<file path="config.mk">
export PLATFORM = sky130hd
export DESIGN_NAME = tpr_pair_router
export DESIGN_NICKNAME = d
export VERILOG_FILES = /design/src/rtl/tpr_pkg.sv /design/src/rtl/tpr_sync.sv /design/src/rtl/tpr_sw_pulse.sv /design/src/rtl/tpr_route_mux.sv /design/src/rtl/tpr_pair_router.sv
export SDC_FILE = /design/constraint.sdc
export NUM_CORES = 1
export LEC_CHECK = 0
export BUFFER_PORTS_ARGS = -buffer_cell sky130_fd_sc_hd__buf_2
export CORE_AREA = 2 2 39 41
export DETAILED_ROUTE_END_ITERATION = 7
export DIE_AREA = 0 0 41 43
export HOLD_SLACK_MARGIN = 0.06
export SETUP_SLACK_MARGIN = 0.1
export SYNTH_ARGS = -nofsm -noshare
export SYNTH_HDL_FRONTEND = slang
export SYNTH_SLANG_ARGS = --single-unit
</file>
<file path="constraint.sdc">
create_clock -name clk -period 1.2 [get_ports clk]
set_clock_uncertainty 0.2 [all_clocks]
set_input_delay 0.06 -clock clk [delete_from_list [all_inputs] [get_ports clk]]
set_output_delay 0.06 -clock clk [all_outputs]
set_load 0.01 [all_outputs]
</file>
<file path="src/rtl/tpr_pkg.sv">
package tpr_pkg;

  typedef enum logic [2:0] {
    M_PASS         = 3'd0,
    M_SHR_PIN      = 3'd2,
    M_SHR_CASC     = 3'd3,
    M_START_STOP   = 3'd4,
    M_SW_SIMUL     = 3'd5,
    M_SW_STARTSTOP = 3'd6
  } tpr_mode_e;

  typedef struct packed {
    logic even_src;
    logic odd_src;
    logic odd_stop;
    logic casc;
  } tpr_route_t;

  function automatic tpr_mode_e tpr_decode(input logic [2:0] m, input logic is_pair0);
    case (m)
      3'd2:    return M_SHR_PIN;
      3'd3:    return is_pair0 ? M_PASS : M_SHR_CASC;
      3'd4:    return M_START_STOP;
      3'd5:    return M_SW_SIMUL;
      3'd6:    return M_SW_STARTSTOP;
      default: return M_PASS;
    endcase
  endfunction

endpackage

</file>
<file path="src/rtl/tpr_sync.sv">
module tpr_sync #(
  parameter int STAGES = 2,
  parameter int WIDTH  = 2
) (
  input  logic             clk,
  input  logic             rst_n,
  input  logic [WIDTH-1:0] din,
  output logic [WIDTH-1:0] dout
);
  localparam int WW = $clog2(STAGES + 1);

  logic [WIDTH-1:0] stage_q [STAGES];
  logic [WIDTH-1:0] stage_d [STAGES];

  always_comb begin
    stage_d[0] = din;
    for (int s = 1; s < STAGES; s++) stage_d[s] = stage_q[s-1];
  end

  always_ff @(posedge clk or negedge rst_n) begin
    if (!rst_n) begin
      for (int s = 0; s < STAGES; s++) stage_q[s] <= '0;
    end else begin
      for (int s = 0; s < STAGES; s++) stage_q[s] <= stage_d[s];
    end
  end

  assign dout = stage_q[STAGES-1];

  // warm-up counter for the checker only
  logic [WW-1:0] warm_q, warm_d;
  always_comb warm_d = (warm_q == WW'(STAGES)) ? warm_q : warm_q + 1'b1;
  always_ff @(posedge clk or negedge rst_n) begin
    if (!rst_n) warm_q <= '0;
    else        warm_q <= warm_d;
  end

  // output equals the input from STAGES edges earlier
  assert_sync_delay_R2: assert property (@(posedge clk) disable iff (!rst_n)
    (warm_q == WW'(STAGES)) |-> (dout == $past(din, STAGES)));

endmodule

</file>
<file path="src/rtl/tpr_sw_pulse.sv">
module tpr_sw_pulse #(
  parameter int CH = 2
) (
  input  logic          clk,
  input  logic          rst_n,
  input  logic          sw_wr,
  input  logic [CH-1:0] sw_mask,
  output logic [CH-1:0] pulse
);
  logic [CH-1:0] pulse_q, pulse_d;

  always_comb pulse_d = sw_wr ? sw_mask : '0;

  always_ff @(posedge clk or negedge rst_n) begin
    if (!rst_n) pulse_q <= '0;
    else        pulse_q <= pulse_d;
  end

  assign pulse = pulse_q;

  assert_pulse_idle_R9: assert property (@(posedge clk) disable iff (!rst_n)
    !sw_wr |=> (pulse_q == '0));

  assert_pulse_mask_R6: assert property (@(posedge clk) disable iff (!rst_n)
    sw_wr |=> (pulse_q == $past(sw_mask)));

endmodule

</file>
<file path="src/rtl/tpr_route_mux.sv">
module tpr_route_mux
  import tpr_pkg::*;
(
  input  tpr_mode_e  mode,
  input  logic       pin_e_s,
  input  logic       pin_o_s,
  input  logic       casc_in,
  input  logic       wave_even,
  input  logic [1:0] sw_pulse,
  output tpr_route_t route
);
  always_comb begin
    route = '0;
    case (mode)
      M_SHR_PIN: begin
        route.even_src = pin_e_s;
        route.odd_src  = pin_e_s;
        route.casc     = pin_e_s;
      end
      M_SHR_CASC: begin
        route.even_src = casc_in;
        route.odd_src  = casc_in;
        route.casc     = casc_in;
      end
      M_START_STOP: begin
        route.even_src = pin_e_s;
        route.odd_src  = wave_even;
        route.odd_stop = wave_even;
        route.casc     = wave_even;
      end
      M_SW_SIMUL: begin
        route.even_src = sw_pulse[0];
        route.odd_src  = sw_pulse[1];
      end
      M_SW_STARTSTOP: begin
        route.even_src = sw_pulse[0];
        route.odd_src  = wave_even;
        route.odd_stop = wave_even;
        route.casc     = wave_even;
      end
      default: begin
        route.even_src = pin_e_s;
        route.odd_src  = pin_o_s;
      end
    endcase
  end
endmodule

</file>
<file path="src/rtl/tpr_pair_router.sv">
module tpr_pair_router
  import tpr_pkg::*;
#(
  parameter int PAIR_IDX    = 1,
  parameter int SYNC_STAGES = 2
) (
  input  logic       clk,
  input  logic       rst_n,
  input  logic [2:0] mode_sel,
  input  logic       pin_b_even,
  input  logic       pin_b_odd,
  input  logic       wave_even,
  input  logic       wave_odd,
  input  logic       casc_in,
  input  logic       sw_wr,
  input  logic [1:0] sw_mask,
  output logic       even_src,
  output logic       odd_src,
  output logic       odd_stop,
  output logic       pin_a_even,
  output logic       pin_a_odd,
  output logic       casc_out
);
  localparam logic IS_PAIR0 = (PAIR_IDX == 0);

  logic [1:0] pin_s;
  logic [1:0] sw_pulse;
  tpr_mode_e  mode_eff;
  tpr_route_t route;

  tpr_sync #(.STAGES(SYNC_STAGES), .WIDTH(2)) u_sync (
    .clk (clk), .rst_n (rst_n),
    .din ({pin_b_odd, pin_b_even}), .dout (pin_s)
  );

  tpr_sw_pulse #(.CH(2)) u_sw (
    .clk (clk), .rst_n (rst_n),
    .sw_wr (sw_wr), .sw_mask (sw_mask), .pulse (sw_pulse)
  );

  always_comb mode_eff = tpr_decode(mode_sel, IS_PAIR0);

  tpr_route_mux u_mux (
    .mode (mode_eff), .pin_e_s (pin_s[0]), .pin_o_s (pin_s[1]),
    .casc_in (casc_in), .wave_even (wave_even), .sw_pulse (sw_pulse),
    .route (route)
  );

  assign even_src   = route.even_src;
  assign odd_src    = route.odd_src;
  assign odd_stop   = route.odd_stop;
  assign casc_out   = route.casc;
  assign pin_a_even = wave_even;
  assign pin_a_odd  = wave_odd;

  assert_casc_follow_R3: assert property (@(posedge clk) disable iff (!rst_n)
    (mode_sel == 3'd3 && !IS_PAIR0) |->
      (even_src == casc_in && odd_src == casc_in && casc_out == casc_in));

  assert_startstop_R5: assert property (@(posedge clk) disable iff (!rst_n)
    (mode_sel == 3'd4) |->
      (odd_src == wave_even && odd_stop == wave_even && casc_out == wave_even));

  assert_stop_idle_R11: assert property (@(posedge clk) disable iff (!rst_n)
    (mode_sel != 3'd4 && mode_sel != 3'd6) |-> !odd_stop);

  generate
    if (PAIR_IDX == 0) begin : g_pair0_chk
      assert_pair0_no_casc_R4: assert property (@(posedge clk) disable iff (!rst_n)
        (mode_sel == 3'd3) |-> (!casc_out && !odd_stop));
    end
  endgenerate

endmodule

</file>
### Word level (Yosys, flattened, before mapping)

Cells that the tools add are included.
Widths: inputs -> output; s select.

| word-level totals | value |
|---|---|
| flip-flop bits (word level) | 6 |
| bits of input ports | 13 |
| output and inout port bits | 6 |
| logic and storage cells | 19 |

| cells by class | value |
|---|---|
| equality and inequality tests | 10 |
| muxes and demuxes | 5 |
| reductions and logical operators | 1 |

Operator list:

| cell | count |
|---|---|
| $eq 3x3->1 const B | 6 |
| $pmux 3 s5 | 1 |
| $eq 3x2->1 const B | 4 |
| $pmux 2 s5 | 1 |
| $pmux 1 s3 | 1 |
| $mux 2 | 1 |
| $reduce_or 2->1 | 1 |
| $mux 1 | 1 |

### Depth between registers and ports, before layout

| logic depth | value |
|---|---|
| word-level depth | 5 |
| gate-level depth with buffers | 4 |
| mapped depth without buffers | 3 |

### Cells and area by module

From an unflattened synthesis, not the netlist that was laid out.

| second synthesis, totals | value |
|---|---|
| cells, all modules | 35 |
| area total of the unflattened synthesis | 359.1 µm² |

By module, submodules not included:

| module | instances | cells each | area each (µm²) | sequential area each (µm²) |
|---|---|---|---|---|
| tpr_route_mux | 1 | 21 | 151.4 | 0.0 |
| tpr_sync | 1 | 4 | 100.1 | 100.1 |
| tpr_sw_pulse | 1 | 4 | 62.6 | 50.0 |
| tpr_pair_router | 1 | 6 | 45.0 | 0.0 |

### Worst setup path after synthesis

No wires, ideal clock.

| timing path | value |
|---|---|
| path kind | reg-to-output |
| start point | register u_sync.stage_q, in the netlist u_sync.dout[1] |
| end point | output odd_src |
| arrival time | 976 ps |
| data required time | 940 ps |
| setup slack | -36 ps |
| cell stages (with the launch flop) | 3 |
| buffers on the path | 0 |
| cells stage by stage | dfrtp_1 mux2_4 a311o_1 |

| between the ends | value |
|---|---|
| cells in the longest elaborated chain, start to end | 1 |

Ends and longest elaborated chain:

| item | RTL line | source |
|---|---|---|
| from (decl) | tpr_sync.sv:12 | `logic [WIDTH-1:0] stage_q [STAGES];` |
| $pmux 2 s5 | tpr_route_mux.sv:14 | `case (mode)` |
| to (decl) | tpr_pair_router.sv:18 | `output logic odd_src,` |

Every way passes these cells.

### Worst setup path in the final report

| timing path | value |
|---|---|
| start point | register u_sync.stage_q, in the netlist u_sync.dout[0] |
| end point | output odd_src |

The elaborated chain is that of the path after synthesis.

==> flow_metrics.env <==
export IMPL_run_status="finished with violations"
export IMPL_violations="negative setup slack"
export IMPL_fill_cells=153
export IMPL_grt_pass1_wl_um=1110
export IMPL_yosysTopAreaCell="dfrtp_1"
export IMPL_fmaxAchievable_mhz=660
export IMPL_rows=14
export IMPL_syn_num_nets=41
export IMPL_synth_enable_flop_cells=0
export IMPL_setup_violations_final=3
export IMPL_io_pins=19
export IMPL_hold_viol=0
export IMPL_worst_r2r_cell_count=0
export IMPL_finalCritPeriodShare_pct=126
export IMPL_ys_warn_count=0
export IMPL_whs_ps=119
export IMPL_grt_usage_pct=9.82
export IMPL_path_clk_slew_ps=40
export IMPL_reg2reg_to="u_sync.dout[1]"
export IMPL_clockRootBuffer="clkbuf_4"
export IMPL_swShare_pct=22.7
export IMPL_worstHoldPathCells=2
export IMPL_min_to="pin_a_even"
export IMPL_internal_power_w=0.000384
export IMPL_synth_top_cell_area_share_pct=48.6
export IMPL_path_max_fanout=4
export IMPL_viasPerCell=4.41
export IMPL_fp_dieW_um=41
export IMPL_dieArea_sq_um=1760
export IMPL_grt_pass1_vias=300
export IMPL_dpl_hpwl_um=416
export IMPL_synth_area_sq_um=309
export IMPL_fin_ws_ps=-315
export IMPL_post_cts_buffers=0
export IMPL_synth_seq_cells=6
export IMPL_power_density_nw_per_um2=1020
export IMPL_synth_cell_type_count=18
export IMPL_avgSynthCellArea_sq_um=11.0
export IMPL_ys_seq_area_share_pct=48.6
export IMPL_synth_ff_type="dfrtp_1"
export IMPL_r2r_slack_ps=540
export IMPL_gp_congestion=0.572
export IMPL_clock_path_buffers=2
export IMPL_drive_gt1_share_pct=38.5
export IMPL_drtPass1Iterations=2
export IMPL_slew_headroom_pct=86.9
export IMPL_synthArstFlopShare_pct=100
export IMPL_rsz0062_at_grt="true"
export IMPL_p_clk_share_pct=35.6
export IMPL_io_buffer_count=16
export IMPL_hp_class="input pin to output port"
export IMPL_drc=0
export IMPL_placedCellCount=57
export IMPL_synth_common_cells="dfrtp_1, nand2_1, and2_1, buf_4, nor2_1"
export IMPL_final_max_slew_violation_count=0
export IMPL_worstReg2RegStart="u_sync.stage_d[1]"
export IMPL_pre_cts_ws_ps=-67.6
export IMPL_grt_max_degree=9
export IMPL_p_switching_w=0.000113
export IMPL_insertion_delay_ps=240
export IMPL_area_growth_pct=57.1
export IMPL_clock_sinks=6
export IMPL_power_frac_comb_pct=20.6
export IMPL_cts_htree_levels=1
export IMPL_cp_end_kind="output port"
export IMPL_cts_resized=0
export IMPL_crit_required_ps=940
export IMPL_leakagePower_nw=0.238
export IMPL_cts_tree="done"
export IMPL_n_antenna_cell=0
export IMPL_power_frac_seq_pct=43.8
export IMPL_antenna_found_initial=0
export IMPL_dieHeight_um=43
export IMPL_wl_per_cell_um=10.4
export IMPL_routed_wl_um=709
export IMPL_vias=300
export IMPL_yosysMostFrequentCell="dfrtp_1"
export IMPL_ant_nets=0
export IMPL_tightest_slew_ps=195
export IMPL_nets=67
export IMPL_numCtsBuffers=3
export IMPL_core_sq_um=1380
export IMPL_initial_core_util_pct=22.3
export IMPL_yosys_top_cells_area="dfrtp_1, buf_4, mux2_4"
export IMPL_post_route_min_period_ps=1520
export IMPL_final_cells=68
export IMPL_crit_type="register to output port"
export IMPL_arrival_ps=1260
export IMPL_syn_instance_count=28
export IMPL_cp_start_kind="register"
export IMPL_ir_drop_uv=480
export IMPL_hp_start="wave_even"
export IMPL_timing_max_cap_violations=0
export IMPL_drt_first_iter_violations=1
export IMPL_grt_overflow_total=0
-- cell families after synthesis --
family                 share of synthesized area, %
and+or+nand+nor                                23.5
DFF                                            48.6
AOI/OAI and AO/OA                              10.1
buffers and inverters                          9.71
muxes                                          8.10
-- per-layer routing --
metal	track usage [%]	wire length, um	vias up
met5	0	0	-
met3	3.14	55	0
met4	6.00	0	0
met2	17.5	404	14
li1	-	-	147
met1	8.58	250	139
-- power by group through the flow --
stage / clock, W / sequential [W] / combinational [W]
detailed placement: 0 / 0.000221 / 0.0000810
CTS: 0.000190 / 0.000218 / 0.000102
floorplan: 0 / 0.000220 / 0.0000489
global route: 0.000199 / 0.000219 / 0.000114
finish: 0.000177 / 0.000218 / 0.000103
global placement: 0 / 0.000220 / 0.0000799
-- area by class of cell --
cell class	count	area (sq um)	share of cell area, %
tap	16	20.0	4.12
sequential	6	150	30.9
timing repair buffer	24	160	33.0
multi-input combinational	18	129	26.5
inverter	1	3.75	0.773
clock buffer	3	22.5	4.64
-- metrics by stage --
| stage | util, % | TNS (ps) | total power, W | cell area (sq um) |
|---|---|---|---|---|
| final | 35.1 | -644 | 0.000497 | 485 |
| after global routing | 35.1 | -883 | 0.000532 | 485 |
| after CTS | 35.1 | -667 | 0.000510 | 485 |
| after detailed placement | 27.7 | -83.4 | 0.000302 | 383 |
| after global placement | 27.7 | -81.7 | 0.000300 | 383 |
| after floorplan | - | -21.1 | 0.000269 | 309 |
-- registers in the layout, summed over array words and instances, names as in the netlist --
register,flops
u_sw.pulse,2
u_sync.dout,2
u_sync.stage_d,2
-- how the worst max path moves through the flow --
| stage | start | endpoint | slack (ps) | cells past startpoint |
|---|---|---|---|---|
| floorplan | u_sync.dout[0] | odd_src | -20 | 3 |
| global placement | u_sync.dout[0] | odd_src | -70 | 4 |
| detailed placement | u_sync.dout[0] | odd_src | -70 | 4 |
| CTS | u_sync.dout[0] | odd_src | -330 | 4 |
| global route | u_sync.dout[0] | odd_src | -390 | 4 |
| finish | u_sync.dout[0] | odd_src | -320 | 4 |
-- repair_timing --
| item | CTS | global route |
|---|---|---|
| pin swaps | 1 | 1 |
| endpoints found under the setup margin | 3 | 3 |
| hold buffers | 8 | 0 |
| endpoints found under the hold margin | 11 | 0 |
-- cells in the final DEF (no fill, tap or decap), drive strengths merged, types with 2 or more instances in the layout --
cell type / instances
buf: 16
dlygate4sd3: 8
dfrtp: 6
nand2: 3
clkbuf: 3
nor2: 2
and2: 2
-- worst max-delay path: stages, from the launching register on --
cell	delay, ps
dfrtp_1	400
nand4bb_1	110
o211ai_1	100
a311o_1	270
buf_2	140
Note: power is estimated with default switching activity, not from simulation.
